## src/rtl/mem_order_pkg.sv

```systemverilog
package mem_order_pkg;
  localparam int unsigned PAGE_OFF_W = 12;
  localparam int unsigned GRAN_LSB   = 3;
  localparam int unsigned SIZE_W     = 2;

  typedef enum logic [1:0] {
    RES_PASS   = 2'd0,
    RES_FWD    = 2'd1,
    RES_REPLAY = 2'd2,
    RES_STORE  = 2'd3
  } res_kind_e;
endpackage

```

## src/rtl/moq_ring.sv

```systemverilog
module moq_ring #(
  parameter int unsigned DEPTH = 12,
  localparam int unsigned IDX_W = $clog2(DEPTH),
  localparam int unsigned CNT_W = $clog2(DEPTH + 1)
) (
  input  logic             clk,
  input  logic             rst_n,
  input  logic             flush,
  input  logic             enq_fire,
  input  logic             chk_fire,
  input  logic             pop,
  output logic [IDX_W-1:0] head_idx,
  output logic [IDX_W-1:0] tail_idx,
  output logic [IDX_W-1:0] chk_idx,
  output logic [CNT_W-1:0] done_cnt,
  output logic             full,
  output logic             chk_avail,
  output logic             head_done
);
  logic [IDX_W-1:0] head_q;
  logic [CNT_W-1:0] cnt_q;
  logic [CNT_W-1:0] done_q;

  function automatic logic [IDX_W-1:0] wrap_add(input logic [IDX_W-1:0] b,
                                                 input logic [CNT_W-1:0] o);
    int unsigned s;
    s = int'(b) + int'(o);
    if (s >= DEPTH) s = s - DEPTH;
    return IDX_W'(s);
  endfunction

  assign head_idx  = head_q;
  assign tail_idx  = wrap_add(head_q, cnt_q);
  assign chk_idx   = wrap_add(head_q, done_q);
  assign done_cnt  = done_q;
  assign full      = (cnt_q == CNT_W'(DEPTH));
  assign chk_avail = (done_q < cnt_q);
  assign head_done = (done_q != '0);

  always_ff @(posedge clk or negedge rst_n) begin
    if (!rst_n) begin
      head_q <= '0;
      cnt_q  <= '0;
      done_q <= '0;
    end else if (flush) begin
      head_q <= '0;
      cnt_q  <= '0;
      done_q <= '0;
    end else begin
      if (pop) head_q <= wrap_add(head_q, CNT_W'(1));
      cnt_q  <= cnt_q + CNT_W'(enq_fire) - CNT_W'(pop);
      done_q <= done_q + CNT_W'(chk_fire) - CNT_W'(pop);
    end
  end

  // occupancy never exceeds the queue depth
  a_r1_no_overflow: assert property (@(posedge clk) disable iff (!rst_n)
    cnt_q <= CNT_W'(DEPTH));

  // the check pointer never passes the tail
  a_r2_check_in_range: assert property (@(posedge clk) disable iff (!rst_n)
    done_q <= cnt_q);

  // only an entry already checked can leave the head
  a_r7_pop_after_check: assert property (@(posedge clk) disable iff (!rst_n)
    pop |-> (done_q != '0));
endmodule

```

## src/rtl/moq_fwd_match.sv

```systemverilog
module moq_fwd_match #(
  parameter int unsigned DEPTH    = 12,
  parameter int unsigned DATA_W   = 64,
  parameter int unsigned OFF_W    = 12,
  parameter int unsigned SIZE_W   = 2,
  parameter int unsigned GRAN_LSB = 3,
  localparam int unsigned IDX_W = $clog2(DEPTH),
  localparam int unsigned CNT_W = $clog2(DEPTH + 1)
) (
  input  logic [IDX_W-1:0]  head_idx,
  input  logic [CNT_W-1:0]  older_cnt,
  input  logic [OFF_W-1:0]  ld_off,
  input  logic [SIZE_W-1:0] ld_size,
  input  logic              st_q   [DEPTH],
  input  logic [OFF_W-1:0]  off_q  [DEPTH],
  input  logic [SIZE_W-1:0] size_q [DEPTH],
  input  logic [DATA_W-1:0] data_q [DEPTH],
  output logic              hit,
  output logic              exact,
  output logic [DATA_W-1:0] fwd_data
);
  logic [IDX_W-1:0] best;

  // Scan from oldest to youngest; a later match overwrites, so the
  // youngest matching older store wins.
  always_comb begin
    hit  = 1'b0;
    best = '0;
    for (int i = 0; i < DEPTH; i++) begin
      int unsigned s;
      logic [IDX_W-1:0] idx;
      s = int'(head_idx) + i;
      if (s >= DEPTH) s = s - DEPTH;
      idx = IDX_W'(s);
      if ((CNT_W'(i) < older_cnt) && st_q[idx] &&
          (off_q[idx][OFF_W-1:GRAN_LSB] == ld_off[OFF_W-1:GRAN_LSB])) begin
        hit  = 1'b1;
        best = idx;
      end
    end
  end

  assign exact    = hit && (size_q[best] == ld_size) &&
                    (off_q[best][GRAN_LSB-1:0] == ld_off[GRAN_LSB-1:0]);
  assign fwd_data = data_q[best];
endmodule

```

## src/rtl/mem_order_q.sv

```systemverilog
module mem_order_q
  import mem_order_pkg::*;
#(
  parameter int unsigned DEPTH  = 12,
  parameter int unsigned AGE_W  = 6,
  parameter int unsigned DATA_W = 64,
  parameter int unsigned PA_W   = 40,
  localparam int unsigned PPN_W = PA_W - PAGE_OFF_W,
  localparam int unsigned IDX_W = $clog2(DEPTH),
  localparam int unsigned CNT_W = $clog2(DEPTH + 1)
) (
  input  logic                  clk,
  input  logic                  rst_n,
  input  logic                  flush,
  input  logic                  enq_valid,
  output logic                  enq_ready,
  input  logic                  enq_is_store,
  input  logic [AGE_W-1:0]      enq_age,
  input  logic [PAGE_OFF_W-1:0] enq_off,
  input  logic [SIZE_W-1:0]     enq_size,
  input  logic [DATA_W-1:0]     enq_data,
  input  logic                  xlat_valid,
  input  logic [PPN_W-1:0]      xlat_ppn,
  input  logic                  st_retire,
  output logic                  res_valid,
  input  logic                  res_ready,
  output logic [1:0]            res_kind,
  output logic [AGE_W-1:0]      res_age,
  output logic [PA_W-1:0]       res_pa,
  output logic [DATA_W-1:0]     res_data
);
  logic                  ent_st   [DEPTH];
  logic [AGE_W-1:0]      ent_age  [DEPTH];
  logic [PAGE_OFF_W-1:0] ent_off  [DEPTH];
  logic [SIZE_W-1:0]     ent_size [DEPTH];
  logic [DATA_W-1:0]     ent_data [DEPTH];

  logic [IDX_W-1:0] head_idx, tail_idx, chk_idx;
  logic [CNT_W-1:0] done_cnt;
  logic             full, chk_avail, head_done;
  logic             enq_fire, chk_fire, pop;
  logic             hit, exact;
  logic [DATA_W-1:0] fwd_data;
  res_kind_e        kind;

  moq_ring #(.DEPTH(DEPTH)) u_ring (
    .clk       (clk),
    .rst_n     (rst_n),
    .flush     (flush),
    .enq_fire  (enq_fire),
    .chk_fire  (chk_fire),
    .pop       (pop),
    .head_idx  (head_idx),
    .tail_idx  (tail_idx),
    .chk_idx   (chk_idx),
    .done_cnt  (done_cnt),
    .full      (full),
    .chk_avail (chk_avail),
    .head_done (head_done)
  );

  moq_fwd_match #(
    .DEPTH    (DEPTH),
    .DATA_W   (DATA_W),
    .OFF_W    (PAGE_OFF_W),
    .SIZE_W   (SIZE_W),
    .GRAN_LSB (GRAN_LSB)
  ) u_match (
    .head_idx  (head_idx),
    .older_cnt (done_cnt),
    .ld_off    (ent_off[chk_idx]),
    .ld_size   (ent_size[chk_idx]),
    .st_q      (ent_st),
    .off_q     (ent_off),
    .size_q    (ent_size),
    .data_q    (ent_data),
    .hit       (hit),
    .exact     (exact),
    .fwd_data  (fwd_data)
  );

  assign enq_ready = !full && !flush;
  assign enq_fire  = enq_valid && enq_ready;

  always_ff @(posedge clk) begin
    if (enq_fire) begin
      ent_st[tail_idx]   <= enq_is_store;
      ent_age[tail_idx]  <= enq_age;
      ent_off[tail_idx]  <= enq_off;
      ent_size[tail_idx] <= enq_size;
      ent_data[tail_idx] <= enq_data;
    end
  end

  always_comb begin
    if (ent_st[chk_idx])  kind = RES_STORE;
    else if (!hit)        kind = RES_PASS;
    else if (exact)       kind = RES_FWD;
    else                  kind = RES_REPLAY;
  end

  assign res_valid = chk_avail && xlat_valid && !flush;
  assign res_kind  = kind;
  assign res_age   = ent_age[chk_idx];
  assign res_pa    = {xlat_ppn, ent_off[chk_idx]};
  assign res_data  = (kind == RES_FWD) ? fwd_data : '0;
  assign chk_fire  = res_valid && res_ready;

  // Loads leave as soon as they are checked; stores wait for retire.
  assign pop = head_done && !flush && (!ent_st[head_idx] || st_retire);

  // a stalled result keeps its identity while translation holds
  a_r10_hold_result: assert property (@(posedge clk) disable iff (!rst_n)
    (res_valid && !res_ready && !flush) |=>
      (!xlat_valid || (res_valid && $stable(res_age))));

  // after a flush nothing is offered and enqueue is open
  a_r9_flush_empties: assert property (@(posedge clk) disable iff (!rst_n)
    flush |=> (!res_valid && enq_ready));
endmodule

```

## config.mk

```make
export PLATFORM = sky130hd
export DESIGN_NAME = mem_order_q
export DESIGN_NICKNAME = d
export VERILOG_FILES = /design/src/rtl/mem_order_pkg.sv /design/src/rtl/moq_ring.sv /design/src/rtl/moq_fwd_match.sv /design/src/rtl/mem_order_q.sv
export SDC_FILE = /design/constraint.sdc
export NUM_CORES = 2
export LEC_CHECK = 0
export BUFFER_PORTS_ARGS = -buffer_cell sky130_fd_sc_hd__buf_2
export CELL_PAD_IN_SITES_DETAIL_PLACEMENT = 1
export CELL_PAD_IN_SITES_GLOBAL_PLACEMENT = 1
export CORE_UTILIZATION = 39
export DETAILED_ROUTE_END_ITERATION = 8
export GPL_ROUTABILITY_DRIVEN = 1
export PLACE_DENSITY_LB_ADDON = 0.1
export SYNTH_ARGS = -nofsm -noshare
export SYNTH_HDL_FRONTEND = slang
export SYNTH_HIERARCHICAL = 1
export SYNTH_SLANG_ARGS = --single-unit
export TNS_END_PERCENT = 10
```

## constraint.sdc

```tcl
create_clock -name clk -period 32.5 [get_ports clk]
set_input_delay 6.5 -clock clk [delete_from_list [all_inputs] [get_ports clk]]
set_output_delay 6.5 -clock clk [all_outputs]
set_load 0.03 [all_outputs]
```

==> run summary <==
Root buffer cell: clkbuf_16
Final setup fails: 0
Crit share post-route: 0.590
Port Buffers: 177
Remaining antenna violation count after routing: 0
Final-report hold violation count: 0
Synth-to-layout area growth: 10.4%
Leading area contributor after synthesis: edfxtp_1
Top-Level Pins: 234
CTS max path bufs: 3
Die Width: 385 um
Distinct cell type count after synthesis: 130
Post-detail-place hpwl: 131000 um
Core ar.: 145000 sq um
Post_cts resized: 0
Core Rows: 140
Max Clock Freq: 52.2 MHz
Fin area: 63000 sq um
# nets final: 4686
Synth top area share: 0.537
CTS tree: built
Post-CTS Setup Bufs: 0
Initial antenna violation count: 32
Top cell by count, worst path: buf_4
Post-synth ARST share: 0.0116
Min Clock Period, post-route: 19.17 ns
Clock skew: 0.0221 ns
First-pass iteration count of the detailed router: 6
Sequential share of the synthesized area: 0.542
Min-delay worst type: reg -> reg
Initial Util: 0.393
# DRC: 0
TritonCTS Sinks: 1032
Total global-route track usage: 0.272
Die ar.: 148000 sq um
Post-Syn Area per Cell: 12.7 sq um
First-pass GRT wire length: 293000 um
Post-DR wirelength/cell: 31.4 um
Maximum number of pins on one net before global-route repair: 180
Vias in the first global route: 41000
Worst-margin pin slew: 1.17 ns
Skew-Pair Late Insertion Delay: 0.71 ns
Yosys reg bits: 1032
Total CTS buffers: 108
Number of flops mapped to enable cells by yosys: 1020
RSZ-0062 raised after global routing: false
Clock-pin slew on the worst setup and hold paths: 0.05 ns
Setup_tns: 0 ns
Status: finished clean
Vias: 40900
Chip height: 385 um
Crit Path Max Fanout: 66
Commonest cells in the netlist: 1020 x edfxtp_1, 392 x mux2i_1, 305 x a21oi_1
Syn_nets: 4665
Cts hold-fix bufs: 0
Share of layout cells above drive strength 1: 0.185
CP max stage delay: 0.80 ns
GPL Wtd Cong: 0.982
Fillers: 15000
Max-slew violations: 0
Crit start category: flip-flop
CTS H-tree depth: 3
DR iter-0 viols: 3119
Total of max-cap violations: 0
Via-to-Cell Ratio: 6.28
Synth Flop Type: edfxtp_1
Crit Path Class: reg -> out
Max_slew headroom: 0.197
CP Capture Type: output pin
Global route overflow: 0
Placed cell areas: 59600 sq um
Routed wire length: 204000 um
Most frequent cell after synthesis: edfxtp_1
Cell count after synthesis: 4492
Worst path slowest cell: dfrtp_4
Largest cells by area after synthesis: edfxtp_1 54%, mux2i_1 6.9%, mux4_2 5.4%, mux2_2 3.4%, a211oi_1 2.9%
YS warnings: 6
CP Data Required Time: 26.00 ns
Worst EP arrival: 12.67 ns
Mapped cell area: 57100 sq um
-- critical path, delay by kind of cell, from the launching register on --
| kind | cells | cell delay (ns) |
|---|---|---|
| DFF | 1 | 0.80 |
| adders and majority gates | 2 | 0.60 |
| buffers and inverters | 7 | 3.17 |
| xor gates and xnor gates | 3 | 0.59 |
| AOI/OAI and AO/OA | 15 | 3.42 |
| muxes | 3 | 0.51 |
| and+or+nand+nor | 7 | 2.69 |
-- per-layer routing --
layer	wire, um	track usage	up-vias
met4	10300	0.129	34
met3	10700	0.0370	419
met5	222	0	-
li1	-	-	17800
met2	95900	0.442	1281
met1	87400	0.358	21400
-- flip-flops by register name (all words and copies together) (netlist names) --
name / count
u_ring/cnt_q: 4
ent_st: 12
ent_data: 768
u_ring/done_cnt: 4
ent_age: 72
u_ring/head_idx: 4
ent_off: 144
ent_size: 24
-- stage by stage --
step                cells   util  setup WS, ns  hold WS [ns]
detailed placement   6320  0.410         14.18         0.739
floorplan            4492      -         16.84         0.647
CTS                  6515  0.434         13.33         0.750
global placement     6320  0.410         14.35         0.710
global route         6516  0.434         12.73         0.769
finish               6520  0.434         13.33         0.737
-- cell type report --
class | count | area, sq um | share of cell area
diodes | 5 | 12.5 | 0.000198
clock inverters | 61 | 607 | 0.00963
clock buffers | 134 | 2820 | 0.0448
flip-flops and latches | 1032 | 30900 | 0.491
multi-input cells | 3027 | 24300 | 0.385
repair buffers | 280 | 1770 | 0.0281
well taps | 1917 | 2400 | 0.0380
inverters | 64 | 241 | 0.00383
-- cells in the final DEF (no fill, tap or decap), types with 56 or more instances in the layout --
| master | n |
|---|---|
| mux2i_1 | 391 |
| a211oi_1 | 217 |
| nor2b_1 | 145 |
| nand3_1 | 168 |
| o21ai_0 | 184 |
| edfxtp_1 | 1020 |
| nor3_1 | 71 |
| nor2_1 | 123 |
| buf_2 | 177 |
| o22ai_1 | 56 |
| clkbuf_16 | 109 |
| mux4_2 | 137 |
| nand2_1 | 214 |
| buf_4 | 94 |
| o31a_1 | 70 |
| mux2_2 | 171 |
| a21oi_1 | 305 |
| xnor2_1 | 70 |
-- cell families after synthesis --
logic type / Yosys count / synth area share
compound gates: 1178 / 0.140
xor+xnor: 84 / 0.0135
fa+ha+maj: 53 / 0.0121
buf+inv: 433 / 0.0392
flops: 1032 / 0.542
mux: 710 / 0.160
simple gates: 1002 / 0.0938
-- final timing paths --
| check | from | end | slack [ns] | cells past startpoint |
|---|---|---|---|---|
| max reg2reg | u_ring/head_idx[1]$_DFFE_PN0P_ | ent_off[89]$_DFFE_PP_ | 26.38 | 11 |
| max | u_ring/head_idx[1]$_DFFE_PN0P_ | res_data[13] | 13.33 | 37 |
| max in group asynchronous | rst_n | u_ring/head_idx[1]$_DFFE_PN0P_ | 26.54 | 1 |
| min reg2reg | u_ring/cnt_q[3]$_DFF_PN0_ | u_ring/cnt_q[3]$_DFF_PN0_ | 0.74 | 3 |
| min | u_ring/cnt_q[3]$_DFF_PN0_ | u_ring/cnt_q[3]$_DFF_PN0_ | 0.74 | 3 |
| min in group asynchronous | rst_n | u_ring/cnt_q[2]$_DFF_PN0_ | 5.68 | 1 |
Power is not shown: default switching activity piles up to over one toggle a cycle in this logic, so the estimate is an artifact.
